===== config.mk =====
export PLATFORM = sky130hd
export DESIGN_NAME = intack_seq
export DESIGN_NICKNAME = d
export VERILOG_FILES = /design/src/rtl/intack_pkg.sv /design/src/rtl/intack_nmi_trk.sv /design/src/rtl/intack_arb.sv /design/src/rtl/intack_ack_fsm.sv /design/src/rtl/intack_seq.sv
export SDC_FILE = /design/constraint.sdc
export NUM_CORES = 1
export LEC_CHECK = 0
export BUFFER_PORTS_ARGS = -buffer_cell sky130_fd_sc_hd__buf_2
export CAP_MARGIN = 20
export CORE_AREA = 3 3 43 45
export CTS_CLUSTER_DIAMETER = 60
export DETAILED_ROUTE_END_ITERATION = 6
export DIE_AREA = 0 0 46 48
export PLACE_DENSITY_LB_ADDON = 0.08
export SLEW_MARGIN = 20
export SYNTH_ARGS = -nofsm -noshare
export SYNTH_HDL_FRONTEND = slang
export SYNTH_SLANG_ARGS = --single-unit

===== constraint.sdc =====
create_clock -name clk_i -period 1.3 [get_ports clk_i]
set_input_delay 0.26 -clock clk_i [delete_from_list [all_inputs] [get_ports clk_i]]
set_output_delay 0.26 -clock clk_i [all_outputs]
set_load 0.05 [all_outputs]

===== src/rtl/intack_pkg.sv =====
package intack_pkg;
  typedef enum logic {
    ST_IDLE = 1'b0,
    ST_ACK  = 1'b1
  } seq_state_e;
endpackage


===== src/rtl/intack_nmi_trk.sv =====
module intack_nmi_trk (
  input  logic clk_i,
  input  logic rst_ni,
  input  logic nmi_i,
  input  logic eoh_i,
  input  logic take_nmi_i,
  output logic ready_o
);
  logic nmi_q, pend_q, busy_q;
  logic nmi_rise;

  assign nmi_rise = nmi_i & ~nmi_q;

  always_ff @(posedge clk_i or negedge rst_ni) begin
    if (!rst_ni) begin
      nmi_q  <= 1'b0;
      pend_q <= 1'b0;
      busy_q <= 1'b0;
    end else begin
      nmi_q  <= nmi_i;
      // an edge arriving while the pending one is taken stays latched
      pend_q <= nmi_rise | (pend_q & ~take_nmi_i);
      busy_q <= take_nmi_i | (busy_q & ~eoh_i);
    end
  end

  assign ready_o = pend_q & ~busy_q;
endmodule


===== src/rtl/intack_arb.sv =====
module intack_arb (
  input  logic boundary_i,
  input  logic idle_i,
  input  logic take_i,
  input  logic nmi_ready_i,
  input  logic mreq_i,
  input  logic ien_i,
  output logic go_nmi_o,
  output logic go_mask_o
);
  logic window;

  assign window    = boundary_i & idle_i & ~take_i;
  assign go_nmi_o  = window & nmi_ready_i;
  assign go_mask_o = window & ~nmi_ready_i & mreq_i & ien_i;
endmodule


===== src/rtl/intack_ack_fsm.sv =====
module intack_ack_fsm
  import intack_pkg::*;
#(
  parameter int ACK_CNT = 2
) (
  input  logic clk_i,
  input  logic rst_ni,
  input  logic start_i,
  input  logic ack_done_i,
  output logic active_o,
  output logic fin_o
);
  localparam int CW = $clog2(ACK_CNT + 1);

  seq_state_e    state_q;
  logic [CW-1:0] idx_q;
  logic          last;

  assign last     = (idx_q == CW'(ACK_CNT - 1));
  assign active_o = (state_q == ST_ACK);
  assign fin_o    = active_o & ack_done_i & last;

  always_ff @(posedge clk_i or negedge rst_ni) begin
    if (!rst_ni) begin
      state_q <= ST_IDLE;
      idx_q   <= '0;
    end else if (start_i) begin
      state_q <= ST_ACK;
      idx_q   <= '0;
    end else if (active_o && ack_done_i) begin
      if (last) begin
        state_q <= ST_IDLE;
        idx_q   <= '0;
      end else begin
        idx_q <= idx_q + CW'(1);
      end
    end
  end
endmodule


===== src/rtl/intack_seq.sv =====
module intack_seq #(
  parameter int                VEC_W   = 8,
  parameter int                ACK_CNT = 2,
  parameter logic [VEC_W-1:0]  NMI_VEC = VEC_W'(2)
) (
  input  logic             clk_i,
  input  logic             rst_ni,
  input  logic             mreq_i,
  input  logic             nmi_i,
  input  logic             ien_i,
  input  logic             boundary_i,
  input  logic             eoh_i,
  output logic             ack_req_o,
  output logic             ack_lock_o,
  input  logic             ack_done_i,
  input  logic [VEC_W-1:0] ack_data_i,
  output logic             take_o,
  output logic             take_nmi_o,
  output logic [VEC_W-1:0] take_vec_o
);
  logic nmi_ready, go_nmi, go_mask, active, fin;
  logic take_q, take_nmi_q;
  logic [VEC_W-1:0] vec_q;

  intack_nmi_trk u_nmi (
    .clk_i      (clk_i),
    .rst_ni     (rst_ni),
    .nmi_i      (nmi_i),
    .eoh_i      (eoh_i),
    .take_nmi_i (go_nmi),
    .ready_o    (nmi_ready)
  );

  intack_arb u_arb (
    .boundary_i  (boundary_i),
    .idle_i      (~active),
    .take_i      (take_q),
    .nmi_ready_i (nmi_ready),
    .mreq_i      (mreq_i),
    .ien_i       (ien_i),
    .go_nmi_o    (go_nmi),
    .go_mask_o   (go_mask)
  );

  intack_ack_fsm #(.ACK_CNT(ACK_CNT)) u_fsm (
    .clk_i      (clk_i),
    .rst_ni     (rst_ni),
    .start_i    (go_mask),
    .ack_done_i (ack_done_i),
    .active_o   (active),
    .fin_o      (fin)
  );

  always_ff @(posedge clk_i or negedge rst_ni) begin
    if (!rst_ni) begin
      take_q     <= 1'b0;
      take_nmi_q <= 1'b0;
      vec_q      <= '0;
    end else begin
      take_q     <= go_nmi | fin;
      take_nmi_q <= go_nmi;
      if (go_nmi)   vec_q <= NMI_VEC;
      else if (fin) vec_q <= ack_data_i;
      else          vec_q <= '0;
    end
  end

  assign ack_req_o  = active;
  assign ack_lock_o = active;
  assign take_o     = take_q;
  assign take_nmi_o = take_nmi_q;
  assign take_vec_o = vec_q;
endmodule


==> impl_results.md <==
* Final #Nets at 96
* Worst reg2reg endpoint: take_vec_o[1]
* Number of flops mapped to enable cells by yosys at 0
* Most common cell after layout, fill and taps aside: buf_2
* Hold crit path type: input port to register
* Total power at 1.87 mW
* Critical Path End: take_o
* Critical Path Fanout Max at 3
* Final WL at 1.20 mm
* Sequential area share after synthesis at 64.3%
* Worst Path Arrival at 0.95 ns
* IO Count at 28
* Worst path top cell family by delay: flip-flops
* Starting Density at 41.4%
* Fin crit period at 1.21 ns
* Crit-path slowest cell: dfrtp_1
* Fmax at 829 MHz
* H-tree levels at 1
* Synthesized flop and latch total at 16
* MaxCap Viol Count at 0
* Slew of the pin with the lowest slew margin at 0.342 ns
* Rel. slew slack at 77.2%
* Final setup vio count at 0
* CP bufs+invs at 1
* Commonest cells after routing, fill and taps aside: buf_2, dfrtp_1, and2_1, inv_1, clkbuf_4
* Worst reg2reg path startpoint: u_fsm.active_o
* Final Core Density at 56.0%
* Total congestion overflow at 0
* # rows at 14
* Area growth from synthesis to layout at 35.3%
* Mapped Cells at 47
* Max Slew Vio Count at 0
* Tcrit/Tclk final at 92.7%
* Yosys warns at 0
* PD cells at 2220 mW/mm2
* First-pass GRT wire length at 1.89 mm
* Grt peak-use layer: met2
* WL/cell at 12.7 um
* Ant diodes at 0
* Synth Flop Type: dfrtp_1
* Num Clock Sinks at 16
* Filler cells at 132
* Startpoint Class: register
* Met3 Use GR at 3.76%
* Gr usage total at 13.0%
* DRC errors left at 0
* Die width at 46 um
* CTS root buffer: clkbuf_4
* Layout cells sized above 1 at 48.1%
* Peak VDD IR at 783 uV
* FF-to-FF path depth at 3
* Core area at 0.00151 mm2
* Crit Path Class: register to output port
* Synth Cell Area at 623 um2
* Initial DRT Pass Iterations at 4
* Flop-to-flop setup slack at 0.10 ns
* Number of buffers created by CTS at 3
* 1st-iter DRT viols at 5
* Largest net degree at the start of global routing at 17
* Vias/cell at 4.63
* Final Hold Vio Count at 0
* Met2 Track Usage GR at 22.5%
* Critical path depth at 1
* Synthesized area per cell at 13.3 um2
* CP required at 1.04 ns
* Vias in the first global route at 457
* Global placement routability congestion at 0.726
* Die H at 48 um
* Max incr delay on CP at 0.39 ns
* DP HPWL at 907 um
* Clock Path Buffers at 2
* Initial antenna violation count at 0
* RSZ-0062 raised after global routing: no
* CP Capture Type: output port
* Routed Antenna Nets at 0
* Mapped Nets at 63
* IO buf count at 27
* Grt met1 use at 13.8%
* Status: complete, no violations
* Setup Total Neg Slack at 0 ns
* Clock transition at path regs at 0.09 ns
* Worst-Skew Late Latency at 0.27 ns
* Post-synth cell types at 21
* Ys async rst share at 100%
* Die ar. at 0.00221 mm2
* CP Cell Sequence: buf_2
* Worst clock skew at 0.000636 ns
* Static Leak at 0.459 nW
* CTS tree: yes
* Worst setup path start: take_o
* Via count at 440
report_power, final:
group / leakage (nW) / switching, mW / internal (mW) / total, mW
Combinational: 0.229 / 0.555 / 0.295 / 0.850
Sequential: 0.209 / 0.0782 / 0.623 / 0.701
Clock: 0.0210 / 0.148 / 0.170 / 0.318
Total: 0.459 / 0.781 / 1.09 / 1.87
cell type report:
cell class / instances / area (um2) / area share (%)
flip-flops and latches: 16 / 402 / 47.6
multi-input cells: 25 / 196 / 23.3
repair buffers: 29 / 170 / 20.2
clock buffers: 4 / 36.3 / 4.30
well taps: 16 / 20.0 / 2.37
inverters: 5 / 18.8 / 2.23
logic make-up (layout without fill, tap and decap cells):
family / after synthesis / in the layout / share of synthesized area [%]
simple gates: 17 / 17 / 19.3
flops: 16 / 16 / 64.3
buf+inv: 6 / 38 / 4.22
compound gates: 8 / 8 / 12.2
state kept, by name, indices dropped and copies added, names as in the netlist:
name and count:
take_vec_o 8, u_fsm.idx_q 2, take_nmi_o 1, take_o 1, u_fsm.active_o 1, u_nmi.busy_q 1
u_nmi.nmi_q 1, u_nmi.pend_q 1
per-layer routing:
layer | up-vias | part of all wire [%]
li1 | 226 | -
met1 | 197 | 40
met2 | 15 | 51
met3 | 2 | 8.2
met4 | 0 | 1.0
met5 | - | 0
synthesized netlist by cell type (2+ instances only):
cell | count | area share [%]
dfrtp_1 | 16 | 64
inv_1 | 5 | 3.0
o22ai_2 | 2 | 4.0
and2_1 | 7 | 7.0
worst min path at each step:
stage                       from            to  slack [ns]  depth (start not counted)
after floorplan           rst_ni    take_nmi_o       -0.04                          0
after global placement    rst_ni  u_nmi.busy_q        0.19                          1
after detailed placement  rst_ni  u_nmi.busy_q        0.19                          1
after CTS                  nmi_i   u_nmi.nmi_q         0.1                          1
after global routing       nmi_i   u_nmi.nmi_q        0.08                          1
final                      nmi_i   u_nmi.nmi_q        0.10                          1
what timing repair did:
action                                  4_1_cts  5_1_grt
endpoints found under the setup margin        2        2
setup buffers                                 0        1
resized for setup                             0        2
hold buffers                                  1        0
endpoints found under the hold margin        16        0
per-stage QoR:
stage	hold WS, ns	worst slack (ns)	area [um2]	instances
finish	0.104	0.0944	843	95
global route	0.0760	0.0458	843	95
detailed placement	0.190	0.192	772	89
global placement	0.190	0.202	772	89
CTS	0.0979	-0.000736	818	94
floorplan	-0.0356	0.0623	624	47
No activity file was read; power rests on OpenSTA's default activity.
